[src/rtl/bcd_alu_pkg.sv]
package bcd_alu_pkg;
  typedef enum logic [3:0] {
    OP_ADD  = 4'd0,
    OP_ADC  = 4'd1,
    OP_SUB  = 4'd2,
    OP_SBB  = 4'd3,
    OP_AND  = 4'd4,
    OP_OR   = 4'd5,
    OP_XOR  = 4'd6,
    OP_NOT  = 4'd7,
    OP_RLC  = 4'd8,
    OP_RRC  = 4'd9,
    OP_RAL  = 4'd10,
    OP_RAR  = 4'd11,
    OP_DAA  = 4'd12,
    OP_DAD  = 4'd13,
    OP_RSV0 = 4'd14,
    OP_RSV1 = 4'd15
  } alu_op_e;

  typedef struct packed {
    logic s;
    logic z;
    logic ac;
    logic p;
    logic cy;
  } alu_flags_t;
endpackage

[src/rtl/alu_addsub.sv]
module alu_addsub #(
  parameter int DATA_W = 8
) (
  input  logic [DATA_W-1:0] a,
  input  logic [DATA_W-1:0] b,
  input  logic              cin,
  input  logic              sub,
  output logic [DATA_W-1:0] sum,
  output logic              carry_out,
  output logic              nib_carry
);
  logic [DATA_W-1:0] b_x;
  logic              c_x;
  logic [DATA_W:0]   full;

  // subtraction as a + ~b + ~borrow; carry out is then "no borrow"
  assign b_x  = sub ? ~b : b;
  assign c_x  = sub ? ~cin : cin;
  assign full = {1'b0, a} + {1'b0, b_x} + {{DATA_W{1'b0}}, c_x};

  assign sum       = full[DATA_W-1:0];
  assign carry_out = full[DATA_W];
  // carry into bit 4 recovered from the sum bit
  assign nib_carry = a[4] ^ b_x[4] ^ full[4];
endmodule

[src/rtl/alu_daa.sv]
module alu_daa #(
  parameter int DATA_W = 8
) (
  input  logic [DATA_W-1:0] a,
  input  logic              ac_in,
  input  logic              cy_in,
  output logic [DATA_W-1:0] y,
  output logic              ac_out,
  output logic              cy_out
);
  localparam int DIGITS = DATA_W / 4;

  logic [DIGITS:0][DATA_W-1:0] stage;
  logic [DIGITS-1:0]           ovf;

  assign stage[0] = a;

  // one correction stage per decimal digit, low digit first
  for (genvar i = 0; i < DIGITS; i++) begin : g_digit
    logic            fl;
    logic            adj;
    logic [DATA_W:0] addend;
    logic [DATA_W:0] nxt;

    assign fl     = (i == 0) ? ac_in : ((i == DIGITS - 1) ? cy_in : 1'b0);
    assign adj    = (stage[i][4*i +: 4] > 4'd9) | fl;
    assign addend = {{(DATA_W-3){1'b0}}, adj, adj, 1'b0} << (4*i);
    assign nxt    = {1'b0, stage[i]} + addend;
    assign stage[i+1] = nxt[DATA_W-1:0];
    assign ovf[i]     = nxt[DATA_W];
  end

  assign y      = stage[DIGITS];
  assign ac_out = stage[1][4] ^ a[4];
  assign cy_out = cy_in | (|ovf);
endmodule

[src/rtl/bcd_alu.sv]
module bcd_alu
  import bcd_alu_pkg::*;
#(
  parameter int DATA_W = 8
) (
  input  logic                clk,
  input  logic                rst,
  input  logic                exec_en,
  input  logic [3:0]          op,
  input  logic [DATA_W-1:0]   acc,
  input  logic [DATA_W-1:0]   opnd,
  input  logic                carry_in,
  input  logic [2*DATA_W-1:0] pair_a,
  input  logic [2*DATA_W-1:0] pair_b,
  output logic [DATA_W-1:0]   result,
  output logic [2*DATA_W-1:0] pair_result,
  output logic [4:0]          flags
);
  localparam int PAIR_W = 2 * DATA_W;

  alu_op_e           op_e;
  alu_flags_t        flg_q, flg_d;
  logic [DATA_W-1:0] res_q, res_d;
  logic [PAIR_W-1:0] pair_q, pair_d;

  logic              as_sub, as_cin, as_cout, as_nib;
  logic [DATA_W-1:0] as_sum;
  logic [DATA_W-1:0] daa_y;
  logic              daa_ac, daa_cy;
  logic [PAIR_W:0]   psum;
  logic              upd_szp;

  assign op_e   = alu_op_e'(op);
  assign as_sub = (op_e == OP_SUB) || (op_e == OP_SBB);
  assign as_cin = ((op_e == OP_ADC) || (op_e == OP_SBB)) ? carry_in : 1'b0;

  alu_addsub #(.DATA_W(DATA_W)) u_addsub (
    .a(acc), .b(opnd), .cin(as_cin), .sub(as_sub),
    .sum(as_sum), .carry_out(as_cout), .nib_carry(as_nib)
  );

  alu_daa #(.DATA_W(DATA_W)) u_daa (
    .a(acc), .ac_in(flg_q.ac), .cy_in(flg_q.cy),
    .y(daa_y), .ac_out(daa_ac), .cy_out(daa_cy)
  );

  assign psum = {1'b0, pair_a} + {1'b0, pair_b};

  always_comb begin
    res_d   = res_q;
    pair_d  = pair_q;
    flg_d   = flg_q;
    upd_szp = 1'b0;
    unique case (op_e)
      OP_ADD, OP_ADC: begin
        res_d = as_sum; flg_d.cy = as_cout; flg_d.ac = as_nib; upd_szp = 1'b1;
      end
      OP_SUB, OP_SBB: begin
        res_d = as_sum; flg_d.cy = ~as_cout; flg_d.ac = ~as_nib; upd_szp = 1'b1;
      end
      OP_AND: begin
        res_d = acc & opnd; flg_d.cy = 1'b0; flg_d.ac = 1'b1; upd_szp = 1'b1;
      end
      OP_OR: begin
        res_d = acc | opnd; flg_d.cy = 1'b0; flg_d.ac = 1'b0; upd_szp = 1'b1;
      end
      OP_XOR: begin
        res_d = acc ^ opnd; flg_d.cy = 1'b0; flg_d.ac = 1'b0; upd_szp = 1'b1;
      end
      OP_NOT: res_d = ~acc;
      OP_RLC: begin
        res_d = {acc[DATA_W-2:0], acc[DATA_W-1]}; flg_d.cy = acc[DATA_W-1];
      end
      OP_RRC: begin
        res_d = {acc[0], acc[DATA_W-1:1]}; flg_d.cy = acc[0];
      end
      OP_RAL: begin
        res_d = {acc[DATA_W-2:0], flg_q.cy}; flg_d.cy = acc[DATA_W-1];
      end
      OP_RAR: begin
        res_d = {flg_q.cy, acc[DATA_W-1:1]}; flg_d.cy = acc[0];
      end
      OP_DAA: begin
        res_d = daa_y; flg_d.ac = daa_ac; flg_d.cy = daa_cy; upd_szp = 1'b1;
      end
      OP_DAD: begin
        pair_d = psum[PAIR_W-1:0]; flg_d.cy = psum[PAIR_W];
      end
      default: ;
    endcase
    if (upd_szp) begin
      flg_d.s = res_d[DATA_W-1];
      flg_d.z = (res_d == '0);
      flg_d.p = ~^res_d;
    end
  end

  always_ff @(posedge clk) begin
    if (rst) begin
      res_q  <= '0;
      pair_q <= '0;
      flg_q  <= '0;
    end else if (exec_en) begin
      res_q  <= res_d;
      pair_q <= pair_d;
      flg_q  <= flg_d;
    end
  end

  assign result      = res_q;
  assign pair_result = pair_q;
  assign flags       = flg_q;

  AST_IDLE_HOLD: assert property (@(posedge clk) disable iff (rst)
    !exec_en |=> $stable(result) && $stable(flags) && $stable(pair_result));
  AST_NOT_FLAGS: assert property (@(posedge clk) disable iff (rst)
    exec_en && op_e == OP_NOT |=> flags == $past(flags));
  AST_ROT_CY_ONLY: assert property (@(posedge clk) disable iff (rst)
    exec_en && (op_e inside {OP_RLC, OP_RRC, OP_RAL, OP_RAR})
    |=> flags[4:1] == $past(flags[4:1]));
  AST_PAIR_CY_ONLY: assert property (@(posedge clk) disable iff (rst)
    exec_en && op_e == OP_DAD
    |=> flags[4:1] == $past(flags[4:1]) && result == $past(result));
  AST_AND_FLAGS: assert property (@(posedge clk) disable iff (rst)
    exec_en && op_e == OP_AND |=> flags[2] && !flags[0]);
  AST_ORX_CLEAR: assert property (@(posedge clk) disable iff (rst)
    exec_en && (op_e inside {OP_OR, OP_XOR}) |=> !flags[2] && !flags[0]);
  AST_ZERO_MATCH: assert property (@(posedge clk) disable iff (rst)
    exec_en && (op_e inside {OP_ADD, OP_ADC, OP_SUB, OP_SBB, OP_AND, OP_OR, OP_XOR, OP_DAA})
    |=> flags[3] == (result == '0));
  AST_RSV_HOLD: assert property (@(posedge clk) disable iff (rst)
    exec_en && (op_e inside {OP_RSV0, OP_RSV1})
    |=> $stable(result) && $stable(flags) && $stable(pair_result));
endmodule

[config.mk]
export PLATFORM = sky130hd
export DESIGN_NAME = bcd_alu
export DESIGN_NICKNAME = d
export VERILOG_FILES = /design/src/rtl/bcd_alu_pkg.sv /design/src/rtl/alu_addsub.sv /design/src/rtl/alu_daa.sv /design/src/rtl/bcd_alu.sv
export SDC_FILE = /design/constraint.sdc
export NUM_CORES = 1
export LEC_CHECK = 0
export ABC_AREA = 1
export BUFFER_PORTS_ARGS = -buffer_cell sky130_fd_sc_hd__buf_2
export CELL_PAD_IN_SITES_DETAIL_PLACEMENT = 0
export CELL_PAD_IN_SITES_GLOBAL_PLACEMENT = 1
export CORE_ASPECT_RATIO = 1.5
export CORE_MARGIN = 5
export CORE_UTILIZATION = 40
export CTS_CLUSTER_DIAMETER = 50
export DETAILED_ROUTE_END_ITERATION = 8
export PLACE_DENSITY_LB_ADDON = 0.1
export SLEW_MARGIN = 20
export SYNTH_ARGS = -nofsm -noshare
export SYNTH_HDL_FRONTEND = slang
export SYNTH_SLANG_ARGS = --single-unit
[constraint.sdc]
create_clock -name clk -period 10.8 [get_ports clk]
set_input_delay 2.16 -clock clk [delete_from_list [all_inputs] [get_ports clk]]
set_output_delay 2.16 -clock clk [all_outputs]
set_load 0.05 [all_outputs]
==> qor.txt, run 1 <==
Clk root buf: clkbuf_16
DR pass1 iterations: 4
# setup viols final: 0
Routability cong.: 0.914
Distinct cell type count after synthesis: 41
Diodes inserted: 0
Die footprint: 11100 sq um
Hold_buf cts: 0
Worst setup path startpoint: acc[3]
Status: finished, final reports clean
CP max stage cell: fa_1
RSZ-0062 raised after global routing: no
Yosys warnings: 0
Final nets: 718
GR Overflow Total: 0
Clk buf depth: 2
TritonCTS clock tree: yes
Clk_lat worst skew: 0.28 ns
First-pass GRT wire length: 18.8 mm
Gr usage total: 21.6%
Peak supply drop: 0.0789 mV
Num rows: 42
Tmin final: 5.87 ns
Post-CTS Resized: 0
# IOs: 85
Max Transition Viols Final: 0
Crit Path Category: in2reg
Largest delay contributor family on the critical path: adder cells
Asr flop ratio synth: 0%
Worst setup path end: flags[1]
Initial Utilization: 41.1%
Worst reg2reg setup slack: 6.84 ns
Skew final: 0.00270 ns
Post-synth top area cell: ha_1
Most numerous cell in the Yosys netlist: nand2_1
Post-Layout Inst Area: 4270 sq um
TNS Setup: 0 ns
Post-synthesis sequential area ratio: 16.0%
Vias/cell: 5.37
Relative slew slack: 43.6%
Placed cell areas: 4120 sq um
Worst EP arrival: 6.03 ns
Top cell type's share of synthesized area: 16.2%
Synthesized cell area: 3630 sq um
Clock Sinks: 29
CP Cell Sequence: buf_2 > inv_1 > a21oi_1 > nor2_1 > inv_1 > ha_1 > inv_1 > fa_1 > o21ai_0 > nand2_1 > o21ai_0 > nand2_1 > ha_1 > ha_1 > o21ai_0 > o221ai_1 > nor3_1 > o21ai_2 > o21ai_2 > ha_1 > xor2_1 > xnor2_1 > a21oi_1
FF-to-FF End: flags[1]
Setup ws final: 4.93 ns
Primary FF master, synth: dfxtp_1
Vias in the first global route: 3931
Core area: 8830 sq um
Initial antenna violation count: 0
Worst slew pin tran: 0.845 ns
PD cells: 104 nW/um^2
Routed via count: 3877
Worst-path clk slew: 0.05 ns
Hpwl dp: 9.91 mm
Fin crit share: 54.3%
P&R area growth vs syn: 17.7%
Largest cells by area after synthesis: ha_1 (16%), dfxtp_1 (16%), nand2_1 (9.6%)
Commonest cells in the netlist: nand2_1 (93), inv_1 (76), ha_1 (47)
WL/cell: 16.4 um
Peak Freq: 0.170 GHz
Hold WC Path Type: reg2reg
FF-to-FF Start: flags[2]
Most used cell, CP: ha_1
Cts bufs inserted: 5
Fraction of final layout cells sized beyond drive strength 1: 23.5%
Die Y: 127 um
Worst setup EP type: flop
Max-cap violations: 0
Syn_area_per_cell: 6.84 sq um
Number of synthesized flops with an enable pin: 0
Number of port buffers: 84
CP Launch Type: input pin
H-tree depth: 2
DR DRC count: 0
Final hold vios: 0
Critical path buffers and inverters: 4
Final hold slack: 0.473 ns
Post-CTS Setup Inserts: 0
Worst hold path cell count: 2
Cell count along the critical path: 23
P_leak: 2.26 nW
Pre-CTS setup slack: 4.70 ns
Pin count of the biggest net entering global routing: 28
Crit path required time: 10.97 ns
Worst reg-to-reg path cell count: 20
Routed WL: 11.8 mm
Worst-path fanout max: 8
Post-Syn Instances: 530
Drt first-iter violations: 203
DRT antenna net count: 0
Die Wd: 87.7 um
Syn_nets: 637
#FFs+latches synth: 29
CP max stage delay: 0.47 ns
Hold path start: pair_result[0]
tightest hold or removal path: cells and delay by family (launching register included):
family	cells	cell delay [ns]
DFF	1	0.31
AOI/OAI and AO/OA	1	0.05
and+or+nand+nor	1	0.06
flip-flops by register name, indices dropped and copies added (netlist names):
| signal | count |
|---|---|
| pair_result | 16 |
| flags | 5 |
| result | 8 |
cells in the final DEF, fill, tap and decap left out, types with 7 or more instances in the layout:
cell / n
inv_2: 12
o21ai_2: 9
xor2_1: 16
nand3_1: 30
nor2_4: 9
nand4_1: 7
inv_1: 76
nand2_1: 93
nor2_1: 16
buf_2: 84
dfxtp_1: 29
o21ai_1: 8
o21ai_0: 43
nand2_2: 8
nor3_1: 8
ha_1: 47
a21oi_1: 44
how the worst min path moves through the flow:
stage | end | slack [ns]
global route | pair_result[0] | 0.50
detailed placement | pair_result[0] | 0.47
floorplan | flags[0] | 0.50
CTS | pair_result[0] | 0.48
global placement | pair_result[0] | 0.47
finish | pair_result[0] | 0.47
stage by stage:
step	util, %	power, mW	instances
6_report	48.3	0.445	722
5_1_grt	48.3	0.476	722
4_1_cts	48.3	0.450	722
3_5_place_dp	46.7	0.310	714
3_3_place_gp	46.7	0.310	714
2_1_floorplan	-	0.257	530
report_power, final:
group / internal [mW] / switching, mW / total, mW
Sequential: 0.113 / 0.00520 / 0.118
Clock: 0.0843 / 0.0515 / 0.136
Combinational: 0.0668 / 0.124 / 0.191
layer usage:
| metal | track usage, % | share of wire (%) |
|---|---|---|
| met1 | 21.4 | 36 |
| met2 | 41.9 | 56 |
| met3 | 2.53 | 4.0 |
| met4 | 11.3 | 4.6 |
| met5 | 0 | 0 |
cell families (layout without fill, tap and decap cells):
family | Yosys count | in the layout | share of synthesized area (%)
simple gates | 183 | 183 | 24.9
compound gates | 148 | 148 | 24.8
buf+inv | 98 | 180 | 10.8
fa+ha+maj | 51 | 51 | 18.4
flops | 29 | 29 | 16.0
xor+xnor | 21 | 21 | 5.07
layout make-up:
cell class / instances / area [sq um]
clock inverter: 3 / 17.5
tap: 110 / 138
sequential: 29 / 581
inverter: 88 / 330
fill: 925 / 4560
clock buffer: 5 / 125
timing repair buffer: 84 / 420
multi-input combinational: 403 / 2660
Note: power is estimated with default switching activity, not from simulation.
==> run 2: changes to the inputs <==
--- a/config.mk
+++ b/config.mk
@@ -11,7 +11,7 @@
 export CELL_PAD_IN_SITES_GLOBAL_PLACEMENT = 1
 export CORE_ASPECT_RATIO = 1.5
 export CORE_MARGIN = 5
-export CORE_UTILIZATION = 40
+export CORE_UTILIZATION = 35
 export CTS_CLUSTER_DIAMETER = 50
 export DETAILED_ROUTE_END_ITERATION = 8
 export PLACE_DENSITY_LB_ADDON = 0.1
==> constraint.sdc (replaced) <==
create_clock -name clk -period 5.3 [get_ports clk]
set_input_delay 1.06 -clock clk [delete_from_list [all_inputs] [get_ports clk]]
set_output_delay 1.06 -clock clk [all_outputs]
set_load 0.05 [all_outputs]
==> run 2 against run 1 <==
  * Final cell count is 0.97% higher
  * Hold slack improved by 0.013 ns
  * Sequential share of layout area barely moved
  * Critical endpoint unchanged
  * Clock skew is essentially flat
  * Register-to-register slack worse by 5.4 ns
  * Sequential cell count did not move
  * Critical path depth stayed put
  * Wire length grew 1.5%
  * Final area grew 0.21%
  * Power increased by 100%
==> qor.txt, run 2 (synthesis results as in run 1) <==
Status: finished, final reports clean
Clk root buf: clkbuf_16
Power share of the combinational group: 42.7%
PD cells: 213 nW/um^2
Worst setup EP type: flop
Worst reg2reg setup slack: 1.46 ns
Max Transition Viols Final: 0
# setup viols final: 0
Worst slew pin tran: 0.802 ns
Skew final: 0.00296 ns
Clock power frac: 31.0%
CP max stage cell: fa_1
Die Y: 135 um
Initial Utilization: 35.8%
RSZ-0062 raised after global routing: no
Hold EP: pair_result[0]
DR DRC count: 0
Critical path buffers and inverters: 4
TNS Setup: 0 ns
Number of port buffers: 84
Gr usage total: 19.4%
Peak Freq: 0.216 GHz
Max reg flops: 16
Max-cap violations: 0
CP Cell Sequence: buf_2 > inv_1 > a21oi_1 > nor2_1 > inv_1 > ha_1 > inv_1 > fa_1 > o21ai_0 > nand2_1 > o21ai_0 > nand2_1 > ha_1 > ha_1 > o21ai_0 > o221ai_1 > nor3_1 > o21ai_2 > o21ai_2 > ha_1 > xor2_1 > xnor2_1 > a21oi_1
DR pass1 iterations: 4
Sw Ratio: 40.9%
Int Pwr: 0.538 mW
WL/cell: 16.5 um
Tmin final: 4.63 ns
Fin crit share: 87.4%
Routed WL: 12.0 mm
Clk buf depth: 2
Vias in the first global route: 3909
Post-route core utilization: 42.2%
Initial antenna violation count: 0
Worst-path clk slew: 0.05 ns
Fillcell total: 1111
P_leak: 2.26 nW
Final hold vios: 0
Vias/cell: 5.17
Crit Path Category: in2reg
GR Overflow Total: 0
Routed via count: 3768
Worst reg-to-reg path cell count: 20
CP Launch Type: input pin
TritonCTS clock tree: yes
Final nets: 718
Num rows: 45
Diodes inserted: 0
Power share of the sequential group: 26.3%
Fraction of final layout cells sized beyond drive strength 1: 23.5%
Die Wd: 93.1 um
Clock Sinks: 29
Final hold slack: 0.486 ns
Post-CTS Resized: 0
Crit path required time: 5.47 ns
Core area: 10100 sq um
Worst setup path startpoint: acc[3]
CP max stage delay: 0.48 ns
Die footprint: 12500 sq um
FF-to-FF Start: flags[2]
Hold path start: pair_result[0]
P&R area growth vs syn: 17.9%
Cts bufs inserted: 5
# IOs: 85
Hold WC Path Type: reg2reg
Worst EP arrival: 4.80 ns
Worst-path fanout max: 8
Pin count of the biggest net entering global routing: 28
Hpwl dp: 10.2 mm
FF-to-FF End: flags[1]
Most used cell, CP: ha_1
Clk_lat worst skew: 0.28 ns
Post-CTS Setup Inserts: 0
Worst hold path cell count: 2
H-tree depth: 2
Routability cong.: 0.851
Drt first-iter violations: 127
First-pass GRT wire length: 19.1 mm
Largest delay contributor family on the critical path: adder cells
Most frequent cells in the layout: nand2_1 (93), buf_2 (84), inv_1 (76)
DRT antenna net count: 0
Peak supply drop: 0.194 mV
Hold_buf cts: 0
Net load switching power: 0.372 mW
Relative slew slack: 46.5%
Commonest non-fill, non-tap cell in the layout: nand2_1
## run 2: stage by stage
step                cells  total power, mW  area (sq um)  worst slack [ns]
floorplan             530            0.525          3630             0.941
global placement      721            0.633          4130             0.432
global route          729            0.976          4280             0.212
finish                729            0.910          4280             0.667
CTS                   729            0.920          4280             0.635
detailed placement    721            0.634          4130             0.333
## run 2: power by group through the flow
| stage | Sequential, mW | Combinational, mW | Clock [mW] |
|---|---|---|---|
| CTS | 0.240 | 0.392 | 0.288 |
| global placement | 0.245 | 0.389 | 0 |
| detailed placement | 0.245 | 0.389 | 0 |
| global route | 0.241 | 0.436 | 0.298 |
| finish | 0.240 | 0.388 | 0.282 |
| floorplan | 0.277 | 0.247 | 0 |
## run 2: cell type report
cell class | count | area, sq um | area share (%)
multi-input cells | 403 | 2660 | 62.1
clock inverters | 3 | 17.5 | 0.410
well taps | 117 | 146 | 3.42
clock buffers | 5 | 125 | 2.93
inverters | 88 | 330 | 7.73
repair buffers | 84 | 420 | 9.83
flip-flops and latches | 29 | 581 | 13.6
## run 2: per-layer routing
layer	vias to the layer above	wire (um)	global-route usage [%]
met2	92	6880	40.1
met3	18	454	2.06
li1	1961	-	-
met1	1697	4390	19.3
met5	-	0	0
met4	0	303	6.68
## run 2: worst min-delay path, delay by kind of cell, from the launching register on
family	cells	cell delay (ns)
AOI/OAI and AO/OA	1	0.05
and+or+nand+nor	1	0.06
DFF	1	0.32
## run 2: how the worst max path moves through the flow
stage                    end  slack (ns)  cells after the start
global placement    flags[1]        0.43                     23
floorplan           flags[1]        0.94                     22
detailed placement  flags[1]        0.33                     23
CTS                 flags[1]        0.64                     23
finish              flags[1]        0.67                     23
global route        flags[1]        0.21                     23
==> run 3: changes to the inputs <==
--- a/config.mk
+++ b/config.mk
@@ -7,6 +7,7 @@
 export LEC_CHECK = 0
 export ABC_AREA = 1
 export BUFFER_PORTS_ARGS = -buffer_cell sky130_fd_sc_hd__buf_2
+export CAP_MARGIN = 20
 export CELL_PAD_IN_SITES_DETAIL_PLACEMENT = 0
 export CELL_PAD_IN_SITES_GLOBAL_PLACEMENT = 1
 export CORE_ASPECT_RATIO = 1.5
@@ -14,7 +15,7 @@
 export CORE_UTILIZATION = 35
 export CTS_CLUSTER_DIAMETER = 50
 export DETAILED_ROUTE_END_ITERATION = 8
-export PLACE_DENSITY_LB_ADDON = 0.1
+export PLACE_DENSITY = 0.75
 export SLEW_MARGIN = 20
 export SYNTH_ARGS = -nofsm -noshare
 export SYNTH_HDL_FRONTEND = slang
==> run 3 against run 2 <==
  * Final cell count stayed put
  * First-iteration DRC count shrank 12%
  * Final area is 0.79% higher
  * Critical path type unchanged
  * Largest power group unchanged
==> qor.txt, run 3 (synthesis results as in run 1) <==
Max-cap violations: 0
Worst setup EP type: flop
Die Wd: 93.1 um
Routability cong.: 0.872
Cell Count, Final, Fillers Out: 729
Die footprint: 12500 sq um
Skew final: 0.00387 ns
Diodes inserted: 0
WL/cell: 15.9 um
Commonest non-fill, non-tap cell in the layout: nand2_1
Hold_buf cts: 0
Placed cell areas: 4130 sq um
Hpwl dp: 9.88 mm
TNS Setup: 0 ns
Clock Sinks: 29
Pin count of the biggest net entering global routing: 28
Post-route core utilization: 42.5%
Tmin final: 4.75 ns
GR Overflow Total: 0
Fin crit share: 89.6%
Initial Utilization: 35.8%
PD cells: 224 nW/um^2
Status: finished, final reports clean
P&R area growth vs syn: 18.8%
Max reg flops: 16
Max Transition Viols Final: 0
Num rows: 45
Vias in the first global route: 3960
DR pass1 iterations: 4
Worst-path clk slew: 0.05 ns
Crit Path Category: in2reg
Worst-path fanout max: 8
Final hold vios: 0
Post-CTS Setup Inserts: 0
DRT antenna net count: 0
Cts bufs inserted: 5
Crit path required time: 5.47 ns
Post-CTS Resized: 0
Routed WL: 11.6 mm
Worst EP arrival: 4.92 ns
Number of port buffers: 84
Clk root buf: clkbuf_16
Hold WC Path Type: reg2reg
Peak supply drop: 0.185 mV
Core area: 10100 sq um
Final nets: 718
Routed via count: 3766
DR DRC count: 0
P_leak: 2.27 nW
Vias/cell: 5.17
Die Y: 135 um
Peak Freq: 0.211 GHz
Post-Layout Inst Area: 4310 sq um
# IOs: 85
CP Launch Type: input pin
First-pass GRT wire length: 19.0 mm
Fraction of final layout cells sized beyond drive strength 1: 23.5%
Worst slew pin tran: 0.787 ns
Clk_lat worst skew: 0.28 ns
Most frequent cells in the layout: nand2_1 (93), buf_2 (84), inv_1 (76)
Relative slew slack: 47.5%
H-tree depth: 2
RSZ-0062 raised after global routing: no
Initial antenna violation count: 0
# setup viols final: 0
Drt first-iter violations: 112
TritonCTS clock tree: yes
Clk buf depth: 2
Gr usage total: 19.0%
Placed cell count: 721
-- run 3: routing by layer --
layer | vias up | GRT usage (%) | routed length, um
li1 | 1944 | - | -
met1 | 1699 | 19.0 | 4330
met2 | 97 | 36.9 | 6330
met3 | 26 | 2.51 | 425
met4 | 0 | 10.5 | 510
met5 | - | 0 | 0
-- run 3: power breakdown --
part / internal (mW) / total, mW / switching (mW)
Sequential: 0.230 / 0.240 / 0.0105
Clock: 0.234 / 0.340 / 0.106
Combinational: 0.136 / 0.386 / 0.249
Total: 0.600 / 0.966 / 0.366
-- run 3: final timing paths --
path / start / depth (start not counted) / slack [ns] / to
min: pair_result[0] / 2 / 0.47 / pair_result[0]
min reg2reg: pair_result[0] / 2 / 0.47 / pair_result[0]
max reg2reg: flags[2] / 20 / 1.36 / flags[1]
max: acc[3] / 23 / 0.55 / flags[1]
-- run 3: layout make-up --
cell class	instances	area (sq um)
clock inverter	2	37.5
fill	1098	5830
tap	117	146
inverter	88	330
timing repair buffer	84	420
sequential	29	581
clock buffer	6	139
multi-input combinational	403	2660
-- run 3: stage by stage --
stage | power (mW) | setup WS [ns] | hold slack, ns
after floorplan | 0.525 | 0.941 | 0.500
after global placement | 0.629 | 0.412 | 0.452
after detailed placement | 0.631 | 0.285 | 0.461
after CTS | 0.979 | 0.586 | 0.472
after global routing | 1.03 | 0.238 | 0.488
final | 0.966 | 0.553 | 0.467
-- run 3: worst max-delay path, cell delays in order --
cell and delay [ns]:
buf_2 0.17, inv_1 0.12, a21oi_1 0.13, nor2_1 0.09, inv_1 0.09, ha_1 0.20
inv_1 0.06, fa_1 0.47, o21ai_0 0.21, nand2_1 0.11, o21ai_0 0.23, nand2_1 0.08
ha_1 0.21, ha_1 0.28, o21ai_0 0.18, o221ai_1 0.13, nor3_1 0.25, o21ai_2 0.10
o21ai_2 0.08, ha_1 0.26, xor2_1 0.18, xnor2_1 0.13, a21oi_1 0.07
